File: config.mk
export PLATFORM = sky130hd
export DESIGN_NAME = sleep_ctrl
export DESIGN_NICKNAME = d
export VERILOG_FILES = /design/src/rtl/sleep_pkg.sv /design/src/rtl/sleep_wake.sv /design/src/rtl/sleep_fsm.sv /design/src/rtl/sleep_pins.sv /design/src/rtl/sleep_ctrl.sv
export SDC_FILE = /design/constraint.sdc
export NUM_CORES = 1
export LEC_CHECK = 0
export CAP_MARGIN = 5
export CORE_ASPECT_RATIO = 0.7
export CORE_MARGIN = 4
export CORE_UTILIZATION = 46
export CTS_BUF_LIST = sky130_fd_sc_hd__clkbuf_8
export DETAILED_ROUTE_END_ITERATION = 16
export GPL_TIMING_DRIVEN = 0
export PLACE_DENSITY = 0.76
export SLEW_MARGIN = 30
export SYNTH_ARGS = -nofsm -noshare
export SYNTH_HDL_FRONTEND = slang
export SYNTH_HIERARCHICAL = 1
export SYNTH_SLANG_ARGS = --single-unit
File: constraint.sdc
create_clock -name clk_i -period 1.6 [get_ports clk_i]
set_input_delay 0.32 -clock clk_i [delete_from_list [all_inputs] [get_ports clk_i]]
set_output_delay 0.32 -clock clk_i [all_outputs]
set_load 0.03 [all_outputs]
File: src/rtl/sleep_pkg.sv
package sleep_pkg;

    typedef enum logic [1:0] {
        ST_RUN     = 2'd0,
        ST_IDLE    = 2'd1,
        ST_PDOWN   = 2'd2,
        ST_RESTART = 2'd3
    } pm_state_e;

    typedef struct packed {
        logic ale;
        logic psen;
        logic p0_oe;
        logic p2_addr;
    } pin_lvl_t;

    typedef struct packed {
        logic cpu_clk;
        logic per_clk;
        logic osc;
        logic svc;
    } clk_ctl_t;

endpackage

File: src/rtl/sleep_wake.sv
module sleep_wake #(
    parameter int unsigned N_IRQ = 5,
    parameter int unsigned N_EXT = 2
) (
    input  logic [N_IRQ-1:0] irq_req_i,
    input  logic [N_IRQ-1:0] irq_en_i,
    input  logic [N_EXT-1:0] ext_irq_i,
    input  logic [N_EXT-1:0] ext_en_i,
    input  logic [N_EXT-1:0] ext_level_i,
    output logic             idle_wake_o,
    output logic             pd_wake_o
);

    logic [N_EXT-1:0] ext_any;
    logic [N_EXT-1:0] ext_deep;

    // Per external line: any enabled activity wakes idle, only an
    // enabled level-sensitive line can reach the deep state.
    for (genvar g = 0; g < N_EXT; g++) begin : g_ext
        assign ext_any[g]  = ext_irq_i[g] & ext_en_i[g];
        assign ext_deep[g] = ext_any[g] & ext_level_i[g];
    end

    assign idle_wake_o = (|(irq_req_i & irq_en_i)) | (|ext_any);
    assign pd_wake_o   = |ext_deep;

endmodule

File: src/rtl/sleep_fsm.sv
module sleep_fsm
    import sleep_pkg::*;
#(
    parameter int unsigned RESTART_CYC = 192000
) (
    input  logic      clk_i,
    input  logic      rst_ni,
    input  logic      req_wr_i,
    input  logic      req_idle_i,
    input  logic      req_pdown_i,
    input  logic      idle_wake_i,
    input  logic      pd_wake_i,
    output pm_state_e state_o,
    output logic      idle_bit_o,
    output logic      pd_bit_o
);

    localparam int unsigned CNT_W = (RESTART_CYC > 2) ? $clog2(RESTART_CYC) : 1;
    localparam logic [CNT_W-1:0] CNT_LOAD = CNT_W'(RESTART_CYC - 1);

    typedef struct packed {
        pm_state_e        state;
        logic             idle_bit;
        logic             pd_bit;
        logic [CNT_W-1:0] cnt;
    } fsm_t;

    fsm_t r_d, r_q;

    always_comb begin
        r_d = r_q;
        unique case (r_q.state)
            ST_RUN: begin
                if (req_wr_i && req_pdown_i) begin
                    r_d.state  = ST_PDOWN;
                    r_d.pd_bit = 1'b1;
                end else if (req_wr_i && req_idle_i) begin
                    r_d.state    = ST_IDLE;
                    r_d.idle_bit = 1'b1;
                end
            end
            ST_IDLE: begin
                if (idle_wake_i) begin
                    r_d.state    = ST_RUN;
                    r_d.idle_bit = 1'b0;
                end
            end
            ST_PDOWN: begin
                if (pd_wake_i) begin
                    r_d.state  = ST_RESTART;
                    r_d.pd_bit = 1'b0;
                    r_d.cnt    = CNT_LOAD;
                end
            end
            ST_RESTART: begin
                if (r_q.cnt == '0) begin
                    r_d.state = ST_RUN;
                end else begin
                    r_d.cnt = r_q.cnt - 1'b1;
                end
            end
            default: r_d.state = ST_RUN;
        endcase
    end

    always_ff @(posedge clk_i or negedge rst_ni) begin
        if (!rst_ni) begin
            r_q <= '{state: ST_RUN, idle_bit: 1'b0, pd_bit: 1'b0, cnt: '0};
        end else begin
            r_q <= r_d;
        end
    end

    assign state_o    = r_q.state;
    assign idle_bit_o = r_q.idle_bit;
    assign pd_bit_o   = r_q.pd_bit;

endmodule

File: src/rtl/sleep_pins.sv
module sleep_pins
    import sleep_pkg::*;
(
    input  pm_state_e state_i,
    input  logic      ext_code_i,
    input  pin_lvl_t  cpu_lvl_i,
    output pin_lvl_t  pin_lvl_o,
    output clk_ctl_t  clk_ctl_o
);

    always_comb begin
        pin_lvl_o = cpu_lvl_i;
        clk_ctl_o = '{cpu_clk: 1'b1, per_clk: 1'b1, osc: 1'b1, svc: 1'b1};
        unique case (state_i)
            ST_RUN: ;
            ST_IDLE: begin
                pin_lvl_o = '{ale: 1'b1, psen: 1'b1, p0_oe: ~ext_code_i,
                              p2_addr: ext_code_i};
                clk_ctl_o.cpu_clk = 1'b0;
                clk_ctl_o.svc     = 1'b0;
            end
            ST_PDOWN: begin
                pin_lvl_o = '{ale: 1'b0, psen: 1'b0, p0_oe: ~ext_code_i,
                              p2_addr: 1'b0};
                clk_ctl_o = '{cpu_clk: 1'b0, per_clk: 1'b0, osc: 1'b0, svc: 1'b0};
            end
            ST_RESTART: begin
                pin_lvl_o = '{ale: 1'b0, psen: 1'b0, p0_oe: ~ext_code_i,
                              p2_addr: 1'b0};
                clk_ctl_o = '{cpu_clk: 1'b0, per_clk: 1'b0, osc: 1'b1, svc: 1'b0};
            end
            default: ;
        endcase
    end

endmodule

File: src/rtl/sleep_ctrl.sv
module sleep_ctrl
    import sleep_pkg::*;
#(
    parameter int unsigned N_IRQ       = 5,
    parameter int unsigned N_EXT       = 2,
    parameter int unsigned CLK_MHZ     = 12,
    parameter int unsigned WAKE_US     = 16000,
    parameter int unsigned RESTART_CYC = CLK_MHZ * WAKE_US
) (
    input  logic             clk_i,
    input  logic             rst_ni,
    input  logic             req_wr_i,
    input  logic             req_idle_i,
    input  logic             req_pdown_i,
    input  logic [N_IRQ-1:0] irq_req_i,
    input  logic [N_IRQ-1:0] irq_en_i,
    input  logic [N_EXT-1:0] ext_irq_i,
    input  logic [N_EXT-1:0] ext_en_i,
    input  logic [N_EXT-1:0] ext_level_i,
    input  logic             ext_code_i,
    input  logic             cpu_ale_i,
    input  logic             cpu_psen_i,
    input  logic             cpu_p0_oe_i,
    input  logic             cpu_p2_addr_i,
    output logic             cpu_clk_en_o,
    output logic             per_clk_en_o,
    output logic             osc_en_o,
    output logic             irq_svc_en_o,
    output logic             ram_we_en_o,
    output logic [1:0]       mode_o,
    output logic             ale_o,
    output logic             psen_o,
    output logic             p0_oe_o,
    output logic             p2_addr_o
);

    logic      idle_wake, pd_wake;
    logic      idle_bit, pd_bit;
    pm_state_e state;
    pin_lvl_t  cpu_lvl, pin_lvl;
    clk_ctl_t  clk_ctl;

    sleep_wake #(.N_IRQ(N_IRQ), .N_EXT(N_EXT)) i_wake (
        .irq_req_i   (irq_req_i),
        .irq_en_i    (irq_en_i),
        .ext_irq_i   (ext_irq_i),
        .ext_en_i    (ext_en_i),
        .ext_level_i (ext_level_i),
        .idle_wake_o (idle_wake),
        .pd_wake_o   (pd_wake)
    );

    sleep_fsm #(.RESTART_CYC(RESTART_CYC)) i_fsm (
        .clk_i       (clk_i),
        .rst_ni      (rst_ni),
        .req_wr_i    (req_wr_i),
        .req_idle_i  (req_idle_i),
        .req_pdown_i (req_pdown_i),
        .idle_wake_i (idle_wake),
        .pd_wake_i   (pd_wake),
        .state_o     (state),
        .idle_bit_o  (idle_bit),
        .pd_bit_o    (pd_bit)
    );

    assign cpu_lvl = '{ale: cpu_ale_i, psen: cpu_psen_i, p0_oe: cpu_p0_oe_i,
                       p2_addr: cpu_p2_addr_i};

    sleep_pins i_pins (
        .state_i    (state),
        .ext_code_i (ext_code_i),
        .cpu_lvl_i  (cpu_lvl),
        .pin_lvl_o  (pin_lvl),
        .clk_ctl_o  (clk_ctl)
    );

    assign cpu_clk_en_o = clk_ctl.cpu_clk;
    assign per_clk_en_o = clk_ctl.per_clk;
    assign osc_en_o     = clk_ctl.osc;
    assign irq_svc_en_o = clk_ctl.svc;
    assign ram_we_en_o  = rst_ni & (state == ST_RUN);
    assign mode_o       = {pd_bit, idle_bit};
    assign ale_o        = pin_lvl.ale;
    assign psen_o       = pin_lvl.psen;
    assign p0_oe_o      = pin_lvl.p0_oe;
    assign p2_addr_o    = pin_lvl.p2_addr;

endmodule

==> results.sh <==
export IMPL_drtAntennaViolNets=0
export IMPL_wl_per_cell_microns=19.19
export IMPL_worstMarginPinSlew_ns=0.5187
export IMPL_synthToLayoutAreaGrowth_pct=56.16
export IMPL_slew_headroom=0.6542
export IMPL_dpl_cell_area_sq_mm=0.001913
export IMPL_fillers=179
export IMPL_register_area_sq_um=559.3
export IMPL_drive_gt1_frac=0.4027
export IMPL_cp_arrival_ns=2.16
export IMPL_die_h_microns=55.34
export IMPL_slew_violations=0
export IMPL_ir_drop_uv=1019
export IMPL_clk_pin_slew_worst_paths_ns=0.08
export IMPL_synth_edf_count=0
export IMPL_antenna_cells=0
export IMPL_cts_tree="built"
export IMPL_period_needed_ns=1.989
export IMPL_grt_pass1_wl_mm=7.120
export IMPL_vias=1550
export IMPL_start_kind="flip-flop"
export IMPL_cts_root_buf="clkbuf_8"
export IMPL_fin_area_sq_mm=0.002300
export IMPL_tns_ns=-3.939
export IMPL_worstSetupPathType="reg2reg"
export IMPL_design_die_area_sq_mm=0.004185
export IMPL_syn_nets=188
export IMPL_totalWireLength_mm=4.933
export IMPL_drt_iter0_drc=164
export IMPL_violations="setup timing"
export IMPL_max_freq_mhz=502.8
export IMPL_synth_area_top_cells="dfrtp_1 37%, mux2i_1 8.2%, nor2_1 5.1%, nand3_1 3.4%, a2111oi_2 3.1%"
export IMPL_synthArstFlopShare=1.000
export IMPL_numCtsBuffers=3
export IMPL_grt_max_degree=23
export IMPL_rr_worst_depth=4
export IMPL_gp_congestion=0.8374
export IMPL_layout_setup_ws_ns=-0.3887
export IMPL_fin_util=0.7868
export IMPL_p_leak_nw=0.8784
export IMPL_fin_nets=250
export IMPL_finClkSkew_ns=0.002330
export IMPL_grt_pass1_vias=1446
export IMPL_core_sq_mm=0.002923
export IMPL_multi_input_area_sq_mm=0.001061
export IMPL_die_x_microns=75.63
export IMPL_grt_overflow=0
export IMPL_ys_ff_latch=22
export IMPL_clock_path_buffers=2
export IMPL_num_io_pins=37
export IMPL_cts_sinks=22
export IMPL_synth_most_common_cell="dfrtp_1"
export IMPL_finalSetupViolations=20
export IMPL_hold_violations=0
export IMPL_rsz0062_at_grt="yes"
export IMPL_num_rows=16
export IMPL_synth_common_cells="22 x dfrtp_1, 20 x nor2_1, 12 x mux2i_1"
export IMPL_ys_flop_type="dfrtp_1"
export IMPL_ys_warn_count=6
export IMPL_ys_seq_area_frac=0.3738
export IMPL_start_util=0.5039
export IMPL_drc_errors=0
export IMPL_first_pass_iters=4
export IMPL_antenna_found_initial=0
export IMPL_ys_types=47
export IMPL_dp_hpwl_mm=3.089
export IMPL_post_synth_top_area_fraction=0.3738
export IMPL_track_usage=0.2163
export IMPL_clock_latency_ns=0.26
export IMPL_required_ns=1.77
export IMPL_synthCells=161
export IMPL_syn_avg_cell_area_sq_um=9.147
export IMPL_synth_top_area_cell="dfrtp_1"
export IMPL_p_per_area_mw_per_mm2=1011
export IMPL_viasPerCell=6.031
export IMPL_htreeDepth=1
export IMPL_dp_slack_ns=-0.5121
export IMPL_endpoint_kind="flip-flop"
export IMPL_netlist_area_sq_mm=0.001473
export IMPL_port_buffers=36
export IMPL_min_path_type="in2async"
export IMPL_path_max_fanout=4
export IMPL_status="complete, but fails checks"
export IMPL_drv_cap=0
export IMPL_final_period_utilization=1.243
## timing repair
action / in CTS / in global routing
setup buffers: 11 / 10
pin swaps: 8 / 11
hold buffers: 1 / 0
gates resized for setup: 68 / 34
cloned: 0 / 0
endpoints found under the setup margin: 31 / 25
endpoints found under the hold margin: 22 / 0
## cell families (layout without fill, tap and decap cells)
family,Yosys count,after routing,synth area share
adders and majority gates,1,1,0.008495
DFF,22,22,0.3738
buffers and inverters,17,77,0.05778
muxes,12,12,0.08157
and+or+nand+nor,77,77,0.3144
AOI/OAI and AO/OA,32,32,0.1640
## cell usage in the layout, fill, tap and decap left out, types with 3 or more instances in the layout
cell type	n
a21oi_1	3
and2_1	6
buf_2	8
buf_4	23
buf_6	7
clkbuf_8	3
clkdlybuf4s50_1	24
dfrtp_1	15
dfrtp_2	7
dlygate4sd2_1	3
inv_1	6
mux2i_1	11
nand2_1	7
nand2b_1	3
nand3_1	6
nor2_1	20
nor4_4	4
o21ai_0	6
or4_4	4
## layout make-up
| class | count | area share |
|---|---|---|
| Timing Repair Buffer | 57 | 0.2155 |
| Multi-Input combinational cell | 122 | 0.4614 |
| Tap cell | 36 | 0.01959 |
| Clock buffer | 3 | 0.01795 |
| Buffer | 9 | 0.02938 |
| Sequential cell | 22 | 0.2432 |
| Inverter | 8 | 0.01306 |
## power by group
part / switching, W / internal, W / leakage, nW
clock: 0.000183 / 0.000168 / 0.0216
combinational: 0.000564 / 0.000521 / 0.635
sequential: 0.000210 / 0.000680 / 0.222
total: 0.000957 / 0.00137 / 0.878
## critical path, stage by stage (launching register included)
cell and delay (ns):
dfrtp_2 0.45, nor4_4 0.45, nand4_1 0.21, a2111oi_2 0.47
mux2i_1 0.31
## sequential cells by signal, summed over array words and instances (netlist names)
register / cells
i_fsm/pd_bit_o: 1
i_fsm/idle_bit_o: 1
i_fsm/r_q: 18
i_fsm/state_o: 2
## metal layers
metal  share of wire  GRT usage  vias to the layer above
li1                -          -                      715
met1            0.42     0.3311                      763
met2            0.49     0.3149                       64
met3           0.073    0.05072                        8
met4           0.018    0.02743                        0
met5               0          0                        -
## through the flow
step | instances | power [W] | hold slack, ns
after floorplan | 161 | 0.001336 | 0.02441
after global placement | 233 | 0.001570 | 0.5059
after detailed placement | 233 | 0.001608 | 0.3219
after CTS | 248 | 0.002101 | 0.5269
after global routing | 257 | 0.002458 | 0.1379
final | 257 | 0.002326 | 0.1121
## final timing paths
check | from | endpoint | slack, ns
worst max-delay path | i_fsm/r_q[11] | i_fsm/r_q[15] | -0.39
worst min register to register | i_fsm/idle_bit_o | i_fsm/idle_bit_o | 0.53
max in group asynchronous | rst_ni | i_fsm/r_q[14] | 1.11
worst max register to register | i_fsm/r_q[11] | i_fsm/r_q[15] | -0.39
min in group clk_i | i_fsm/idle_bit_o | i_fsm/idle_bit_o | 0.53
worst min-delay path | rst_ni | i_fsm/r_q[5] | 0.11
Note: power is estimated with default switching activity, not from simulation.
